<file path="src/rtl/ptt_pkg.sv">
package ptt_pkg;

    localparam int SEL_W = 3;

    typedef enum logic [SEL_W-1:0] {
        SEL_CTRL   = 3'd0,
        SEL_START  = 3'd1,
        SEL_STOP   = 3'd2,
        SEL_WIN_LO = 3'd3,
        SEL_WIN_HI = 3'd4,
        SEL_DAT_LO = 3'd5,
        SEL_DAT_HI = 3'd6,
        SEL_REARM  = 3'd7
    } sel_e;

    localparam int CB_GEN   = 0;
    localparam int CB_RANGE = 1;
    localparam int CB_START = 2;
    localparam int CB_STOP  = 3;
    localparam int CB_WIN   = 4;
    localparam int CB_DKILL = 5;
    localparam int CTRL_W   = 6;

    typedef struct packed {
        logic dkill_en;
        logic win_en;
        logic stop_en;
        logic start_en;
        logic range_mode;
        logic gen;
    } ctrl_t;

endpackage

</file>
<file path="src/rtl/ptt_cfg_regs.sv">
module ptt_cfg_regs
    import ptt_pkg::*;
#(
    parameter int AW = 32
) (
    input  logic             clk,
    input  logic             rst_n,
    input  logic             we,
    input  logic [SEL_W-1:0] sel,
    input  logic [AW-1:0]    wdata,
    output ctrl_t            ctrl,
    output logic [AW-1:0]    start_a,
    output logic [AW-1:0]    stop_a,
    output logic [AW-1:0]    win_lo,
    output logic [AW-1:0]    win_hi,
    output logic [AW-1:0]    dat_lo,
    output logic [AW-1:0]    dat_hi,
    output logic             rearm
);

    typedef struct packed {
        ctrl_t         ctrl;
        logic [AW-1:0] start_a;
        logic [AW-1:0] stop_a;
        logic [AW-1:0] win_lo;
        logic [AW-1:0] win_hi;
        logic [AW-1:0] dat_lo;
        logic [AW-1:0] dat_hi;
    } regs_t;

    regs_t r_d, r_q;
    ctrl_t ctrl_w;

    always_comb begin
        ctrl_w          = '0;
        ctrl_w.gen      = wdata[CB_GEN];
        ctrl_w.range_mode = wdata[CB_RANGE];
        ctrl_w.start_en = wdata[CB_START];
        ctrl_w.stop_en  = wdata[CB_STOP];
        ctrl_w.win_en   = wdata[CB_WIN];
        ctrl_w.dkill_en = wdata[CB_DKILL];
    end

    always_comb begin
        r_d = r_q;
        if (we) begin
            case (sel_e'(sel))
                SEL_CTRL:   r_d.ctrl    = ctrl_w;
                SEL_START:  r_d.start_a = wdata;
                SEL_STOP:   r_d.stop_a  = wdata;
                SEL_WIN_LO: r_d.win_lo  = wdata;
                SEL_WIN_HI: r_d.win_hi  = wdata;
                SEL_DAT_LO: r_d.dat_lo  = wdata;
                SEL_DAT_HI: r_d.dat_hi  = wdata;
                default:    r_d = r_q;
            endcase
        end
    end

    always_ff @(posedge clk) begin
        if (!rst_n) r_q <= '0;
        else        r_q <= r_d;
    end

    assign ctrl    = r_q.ctrl;
    assign start_a = r_q.start_a;
    assign stop_a  = r_q.stop_a;
    assign win_lo  = r_q.win_lo;
    assign win_hi  = r_q.win_hi;
    assign dat_lo  = r_q.dat_lo;
    assign dat_hi  = r_q.dat_hi;
    assign rearm   = we && (sel == SEL_REARM);

endmodule

</file>
<file path="src/rtl/ptt_window.sv">
module ptt_window #(
    parameter int AW     = 32,
    parameter bit STRICT = 1'b0
) (
    input  logic          en,
    input  logic          qual,
    input  logic [AW-1:0] lo,
    input  logic [AW-1:0] hi,
    input  logic [AW-1:0] value,
    output logic          hit
);

    generate
        if (STRICT) begin : g_open
            assign hit = en && qual && (value > lo) && (value < hi);
        end else begin : g_closed
            assign hit = en && qual && (value >= lo) && (value <= hi);
        end
    endgenerate

endmodule

</file>
<file path="src/rtl/ptt_gate.sv">
module ptt_gate (
    input  logic clk,
    input  logic rst_n,
    input  logic gen,
    input  logic range_mode,
    input  logic pc_valid,
    input  logic start_hit,
    input  logic stop_hit,
    input  logic win_hit,
    input  logic data_hit,
    input  logic rearm,
    output logic trace_en,
    output logic kill_q
);

    typedef struct packed {
        logic on;
        logic kill;
        logic out;
    } state_t;

    state_t s_d, s_q;

    always_comb begin
        s_d = s_q;
        // kill: a hit in the same cycle as a re-arm keeps it set
        if (data_hit)   s_d.kill = 1'b1;
        else if (rearm) s_d.kill = 1'b0;

        if (pc_valid) begin
            if (range_mode) begin
                s_d.on = win_hit;
            end else if (s_q.on && stop_hit) begin
                s_d.on = 1'b0;
            end else if (start_hit) begin
                s_d.on = 1'b1;
            end
        end

        if (s_d.kill) s_d.on = 1'b0;
        s_d.out = gen && s_d.on;
    end

    always_ff @(posedge clk) begin
        if (!rst_n) s_q <= '0;
        else        s_q <= s_d;
    end

    assign trace_en = s_q.out;
    assign kill_q   = s_q.kill;

endmodule

</file>
<file path="src/rtl/pc_trace_trigger.sv">
module pc_trace_trigger
    import ptt_pkg::*;
#(
    parameter int AW = 32
) (
    input  logic             clk,
    input  logic             rst_n,
    input  logic             cfg_we,
    input  logic [SEL_W-1:0] cfg_sel,
    input  logic [AW-1:0]    cfg_wdata,
    input  logic             pc_valid,
    input  logic [AW-1:0]    pc,
    input  logic             dwr_valid,
    input  logic [AW-1:0]    dwr_addr,
    output logic             trace_en
);

    localparam int NPOINT = 2;

    ctrl_t         ctrl;
    logic [AW-1:0] start_a, stop_a, win_lo, win_hi, dat_lo, dat_hi;
    logic          rearm;
    logic          gen, range_mode, start_en, stop_en, win_en, dkill_en;
    logic          win_hit, data_hit, kill_q;
    logic [NPOINT-1:0]         pt_en;
    logic [NPOINT-1:0][AW-1:0] pt_addr;
    logic [NPOINT-1:0]         pt_hit;

    ptt_cfg_regs #(.AW(AW)) u_regs (
        .clk(clk), .rst_n(rst_n), .we(cfg_we), .sel(cfg_sel), .wdata(cfg_wdata),
        .ctrl(ctrl), .start_a(start_a), .stop_a(stop_a),
        .win_lo(win_lo), .win_hi(win_hi), .dat_lo(dat_lo), .dat_hi(dat_hi),
        .rearm(rearm)
    );

    assign gen        = ctrl.gen;
    assign range_mode = ctrl.range_mode;
    assign start_en   = ctrl.start_en;
    assign stop_en    = ctrl.stop_en;
    assign win_en     = ctrl.win_en;
    assign dkill_en   = ctrl.dkill_en;

    assign pt_en   = {stop_en, start_en};
    assign pt_addr = {stop_a, start_a};

    genvar g;
    generate
        for (g = 0; g < NPOINT; g++) begin : g_point
            assign pt_hit[g] = pt_en[g] && (pc == pt_addr[g]);
        end
    endgenerate

    ptt_window #(.AW(AW), .STRICT(1'b1)) u_pcwin (
        .en(win_en), .qual(pc_valid), .lo(win_lo), .hi(win_hi),
        .value(pc), .hit(win_hit)
    );

    ptt_window #(.AW(AW), .STRICT(1'b0)) u_dwin (
        .en(dkill_en), .qual(dwr_valid), .lo(dat_lo), .hi(dat_hi),
        .value(dwr_addr), .hit(data_hit)
    );

    ptt_gate u_gate (
        .clk(clk), .rst_n(rst_n), .gen(gen), .range_mode(range_mode),
        .pc_valid(pc_valid), .start_hit(pt_hit[0]), .stop_hit(pt_hit[1]),
        .win_hit(win_hit), .data_hit(data_hit), .rearm(rearm),
        .trace_en(trace_en), .kill_q(kill_q)
    );

endmodule

</file>
<file path="config.mk">
export PLATFORM = sky130hd
export DESIGN_NAME = pc_trace_trigger
export DESIGN_NICKNAME = d
export VERILOG_FILES = /design/src/rtl/ptt_pkg.sv /design/src/rtl/ptt_cfg_regs.sv /design/src/rtl/ptt_window.sv /design/src/rtl/ptt_gate.sv /design/src/rtl/pc_trace_trigger.sv
export SDC_FILE = /design/constraint.sdc
export NUM_CORES = 1
export LEC_CHECK = 0
export BUFFER_PORTS_ARGS = -buffer_cell sky130_fd_sc_hd__buf_2
export CORE_MARGIN = 5
export CORE_UTILIZATION = 48
export CTS_CLUSTER_SIZE = 20
export DETAILED_ROUTE_END_ITERATION = 6
export GPL_TIMING_DRIVEN = 0
export PLACE_DENSITY = 0.67
export SLEW_MARGIN = 20
export SYNTH_ARGS = -nofsm -noshare
export SYNTH_HDL_FRONTEND = slang
export SYNTH_HIERARCHICAL = 1
export SYNTH_SLANG_ARGS = --single-unit
</file>
<file path="constraint.sdc">
create_clock -name clk -period 7.42 [get_ports clk]
set_input_delay 1.484 -clock clk [delete_from_list [all_inputs] [get_ports clk]]
set_output_delay 1.484 -clock clk [all_outputs]
set_load 0.03 [all_outputs]
</file>
Word level (Yosys, flattened, before mapping)
Index checks and enable logic that the tools add are counted.
{"block": "word_totals", "register_bits": 201, "in_bits": 104, "out_inout_bits": 1, "wordCells": 54}
{"block": "classes", "order_cmp": 4, "eq_ne": 9, "n_mux": 7, "n_reduce_logical": 19}
{"op": "32-bit == test", "count": 2}
{"op": "32-bit >= comparator", "count": 1}
{"op": "32-bit greater-than comparator", "count": 1}
{"op": "32-bit <= comparator", "count": 1}
{"op": "32-bit less-than comparator", "count": 1}
{"op": "2-bit AND reduction", "count": 7}
{"op": "3-bit == test (second input constant)", "count": 4}
{"op": "1-bit logical AND", "count": 11}
{"op": "1-bit 2-to-1 mux", "count": 7}
{"op": "3-bit by 2-bit == test with 1-bit output (second input constant)", "count": 2}
{"op": "3-bit by 1-bit == test with 1-bit output (second input constant)", "count": 1}
{"op": "3-bit zero test", "count": 1}

Depth between registers and ports, before layout
{"block": "logic_depth", "word_depth": 8, "ltp_mapped": 10, "ltp_nobuf": 10}

Modules after synthesis
The synthesis kept the hierarchy.
{"module": "ptt_cfg_regs", "n_inst": 1, "cells_per_inst": 686, "area_per_inst_um2": 7159.4, "seq_area_each_um2": 3963.8}
{"module": "ptt_window (u_pcwin)", "n_inst": 1, "cells_per_inst": 222, "area_per_inst_um2": 1592.8, "seq_area_each_um2": 0.0}
{"module": "ptt_window (u_dwin)", "n_inst": 1, "cells_per_inst": 219, "area_per_inst_um2": 1591.5, "seq_area_each_um2": 0.0}
{"module": "pc_trace_trigger", "n_inst": 1, "cells_per_inst": 88, "area_per_inst_um2": 705.7, "seq_area_each_um2": 0.0}
{"module": "ptt_gate", "n_inst": 1, "cells_per_inst": 13, "area_per_inst_um2": 131.4, "seq_area_each_um2": 60.1}

Least setup slack after synthesis
No wires, ideal clock.
{"block": "synth_path", "path_kind": "input-to-reg", "startpoint": "input dwr_addr[29]", "endpoint": "register u_gate/s_q[2] (netlist name)", "setup_time_ns": 0.116, "arrival_ns": 3.379, "required_time_ns": 7.304, "slack_ns": 3.925, "path_stages": 8, "n_path_buf": 0, "cell_sequence": "ha_1 -> and4_1 -> nand2_1 -> or4_1 -> or4_1 -> a22oi_1 -> a21oi_1 -> and3_2"}
{"block": "synth_via", "elab_chain_cells": 5, "word_cells_on_any_way": 6, "classes_between": "order compare (2); mux (2); reduce/logical (2)"}
{"item": "from (decl)", "line": "pc_trace_trigger.sv:14", "text": "input logic [AW-1:0] dwr_addr,"}
{"item": "32-bit >= comparator", "line": "ptt_window.sv:17", "text": "assign hit = en && qual && (value >= lo) && (value <= hi);"}
{"item": "1-bit logical AND", "line": "ptt_window.sv:17"}
{"item": "1-bit logical AND *", "line": "ptt_window.sv:17"}
{"item": "via data_hit", "line": "pc_trace_trigger.sv:24", "text": "logic win_hit, data_hit, kill_q;"}
{"item": "1-bit 2-to-1 mux *", "line": "ptt_gate.sv:27", "text": "if (data_hit) s_d.kill = 1'b1;"}
{"item": "1-bit 2-to-1 mux *", "line": "ptt_gate.sv:40", "text": "if (s_d.kill) s_d.on = 1'b0;"}
{"item": "to (signal assigned)", "line": "ptt_gate.sv:45", "text": "if (!rst_n) s_q <= '0;"}
{"item": "to (signal assigned)", "line": "ptt_gate.sv:46", "text": "else s_q <= s_d;"}
{"item": "to (decl)", "line": "ptt_gate.sv:22", "text": "state_t s_d, s_q;"}
Mark *: on every way through the listed nets, which the timed path passes. The rest lies on a longest branch.
A chain may end at the register's enable or synchronous reset.

Worst setup path in the final report
{"block": "layout_path", "startpoint": "input pc[15]", "endpoint": "register u_gate.s_q, in the netlist u_gate/trace_en"}
{"block": "layout_via", "word_cells_on_any_way": 15, "classes_between": "order compare (2); eq/ne (2); mux (5); reduce/logical (6)"}
{"item": "from (decl)", "line": "pc_trace_trigger.sv:12", "text": "input logic [AW-1:0] pc,"}
{"item": "32-bit greater-than comparator", "line": "ptt_window.sv:15", "text": "assign hit = en && qual && (value > lo) && (value < hi);"}
{"item": "1-bit logical AND", "line": "ptt_window.sv:15"}
{"item": "1-bit logical AND *", "line": "ptt_window.sv:15"}
{"item": "via win_hit", "line": "pc_trace_trigger.sv:24"}
{"item": "1-bit 2-to-1 mux *", "line": "ptt_gate.sv:31", "text": "if (range_mode) begin"}
{"item": "1-bit 2-to-1 mux *", "line": "ptt_gate.sv:30", "text": "if (pc_valid) begin"}
{"item": "1-bit 2-to-1 mux *", "line": "ptt_gate.sv:40"}
{"item": "1-bit logical AND *", "line": "ptt_gate.sv:41", "text": "s_d.out = gen && s_d.on;"}
Marks and branches as above.

==> results.cfg <==
[floorplanning]
die_area_um2 = 26450
die_x_um = 162.6
fp-row-count = 55
initial_core_util_pct = 49.09
num_io_pins = 105
die_y_um = 162.6
core_um2 = 22780

[routing]
ant_nets = 0
drc = 0
wl_mm = 29.49
vias_per_cell = 5.186
wire_per_inst_um = 17.54
via_count = 8718
drtIter0Drc = 482
dr.pass1.iters = 5

[sta]
period_share_pct = 49.08
fmax_mhz = 274.6
tightest_slew_ns = 0.8691
setup_violations = 0
finalCriticalPeriod_ns = 3.642
grt_setup_unrepaired = false
setup_ws_ns = 3.778
slew_violations = 0
tns_ns = 0
slew_headroom_pct = 41.30
hold_viol = 0
finalClockSkew_ns = 0.01438

[logic_synthesis]
synth_seq_cells = 201
synth_top_area_share_pct = 35.99
ys_async_sr_fraction_pct = 0
synth_ff_type = dfxtp_1
synthesis.nets = 1459
synth_cells = 1228
yosysMostFrequentCell = nand2_1
avgSynthCellArea_um2 = 9.105
post_synth_most_frequent_cells = nand2_1, dfxtp_1, mux2i_1
ys_types = 50
yosys-top-cells-area = dfxtp_1, mux2i_1, ha_1
synth_warnings = 6
synth_edf_count = 0
yosysSeqAreaShare_pct = 35.99
synth_top_area_cell = dfxtp_1
syn_area_um2 = 11180

[power_and_ir_drop]
p_leak_nw = 5.873
ir_drop_mv = 0.1160
power.density_nw_per_um2 = 197.5
power.total_mw = 2.532

[clock_network]
cts_tree = yes
cts_buffers = 23
clkTransAtPathRegs_ns = 0.06
htreeDepth = 1
cts_hold_buf = 0
clk-insertion-delay-late_ns = 0.51
post_cts_buffers = 0
cts.path.max_buffers = 3
cts_root_buf = clkbuf_16
cts_sinks = 201
ctsResizeCount = 0

[worst_setup_path]
worst_path_max_delay_cell = nor4_1
crit_type = input port to flip-flop
crit_arrival_ns = 4.07
start_kind = input port
critical_path_required_ns = 7.84
critical-path-max-stage-delay_ns = 0.52
cp_max_fo = 4
path_cells = buf_2 > ha_1 > nand4_1 > nor4_1 > a21boi_0 > o31ai_1 > a221oi_2 > nand2_1 > o311ai_2 > and4_1
end_kind = flip-flop

[grt]
grt_util_all_layers_pct = 22.02
grt_overflow_total = 0
grt_pass1_vias = 8743
grt_pass1_wl_mm = 46.49
grt_antenna_before_repair = 0
grt_max_degree = 13

[worst_hold_path]
hold_path_class = flip-flop to flip-flop

[placed_design]
place_congestion = 0.8978
portBuffers = 100
dpl_worst_slack_ns = 3.259
dp_cells = 1641
hpwl_mm = 23.19

[status]
status = completed

[finish]
fin_cells = 1681
layout.nets = 1584
layout-drive-gt1-share_pct = 12.65
fillerInstances = 2097
syn_to_final_growth_pct = 14.64
diodes = 0

[run]
maxCapViolations = 0
## cell usage in the layout (no fill, tap or decap), types with 3 or more instances in the layout
cell type	count
nor4bb_1	3
clkbuf_1	24
a21oi_1	44
or4_1	3
ha_1	127
xor2_1	62
nand3_1	17
buf_1	3
a221o_1	4
clkbuf_8	7
buf_4	3
mux2i_1	198
clkbuf_16	23
buf_2	121
dfxtp_1	201
and4_1	9
nor2b_1	5
nor4_1	17
clkinv_2	4
buf_6	5
o21ai_0	14
a211oi_1	3
nor3_1	4
nor2_1	12
a21o_1	16
nand4_1	19
o211ai_1	3
nand4b_1	3
a21boi_0	4
nand2_1	255
inv_1	127
## per-layer routing
| metal | global-route usage, % | wire, µm | vias up | part of all wire (%) |
|---|---|---|---|---|
| li1 | - | - | 4413 | - |
| met1 | 30.03 | 13700 | 4047 | 46 |
| met2 | 37.38 | 13630 | 215 | 46 |
| met3 | 2.835 | 1612 | 43 | 5.5 |
| met4 | 5.032 | 536 | 0 | 1.8 |
| met5 | 0 | 0 | - | 0 |
## flip-flops by register name, indices dropped and copies added (netlist names)
register	flops
u_regs/dat_hi	32
u_regs/dat_lo	32
u_regs/start_a	32
u_regs/stop_a	32
u_regs/win_hi	32
u_regs/win_lo	32
u_regs/ctrl	6
u_gate/kill_q	1
u_gate/s_q	1
u_gate/trace_en	1
## cell type report
type	count	area (µm²)	area share [%]
plain buffers	52	270.3	2.109
clock buffers	34	686.9	5.359
clock inverters	6	57.56	0.4490
inverters	127	476.7	3.719
multi-input cells	848	6410	50.01
flip-flops and latches	201	4024	31.39
well taps	313	391.6	3.055
repair buffers	100	500.5	3.905
## worst max-delay path: cells and delay by family
kind / cells / cell delay (ns)
AO/OA/AOI/OAI: 4 / 0.97
buffers and inverters: 1 / 0.15
AND/OR/NAND/NOR: 4 / 1.13
adder cells (fa/ha/maj): 1 / 0.31
## per-stage QoR
| stage | utilization [%] | cell area, µm² | hold slack [ns] |
|---|---|---|---|
| 5_1_grt | 56.27 | 12820 | 0.4727 |
| 6_report | 56.27 | 12820 | 0.4555 |
| 3_5_place_dp | 53.00 | 12070 | 0.4521 |
| 2_1_floorplan | - | 11180 | 0.4339 |
| 4_1_cts | 56.27 | 12820 | 0.4595 |
| 3_3_place_gp | 53.00 | 12070 | 0.4423 |
## final timing paths
| check | from | endpoint | slack, ns | cells after the start |
|---|---|---|---|---|
| max | pc[15] | u_gate/trace_en$_SDFF_PN0_ | 3.78 | 10 |
| min | u_regs/dat_lo[30]$_SDFFE_PN0P_ | u_regs/dat_lo[30]$_SDFFE_PN0P_ | 0.46 | 2 |
| max reg2reg | u_regs/win_lo[22]$_SDFFE_PN0P_ | u_gate/trace_en$_SDFF_PN0_ | 4.53 | 9 |
| min reg2reg | u_regs/dat_lo[30]$_SDFFE_PN0P_ | u_regs/dat_lo[30]$_SDFFE_PN0P_ | 0.46 | 2 |
## cells by family after synthesis
kind of cell	after synthesis	share of synthesized area, %
simple gates	355	14.26
fa+ha+maj	127	14.21
compound gates	104	6.122
buf+inv	179	6.681
flops	201	35.99
xor+xnor	64	5.013
mux	198	17.73
## where the power goes
| group | internal, mW | leakage, nW | switching [mW] |
|---|---|---|---|
| combinational | 0.116 | 3.88 | 0.181 |
| clock | 0.671 | 0.368 | 0.446 |
| sequential | 1.10 | 1.63 | 0.0129 |
| total | 1.89 | 5.87 | 0.640 |
Note: power is estimated with default switching activity, not from simulation.
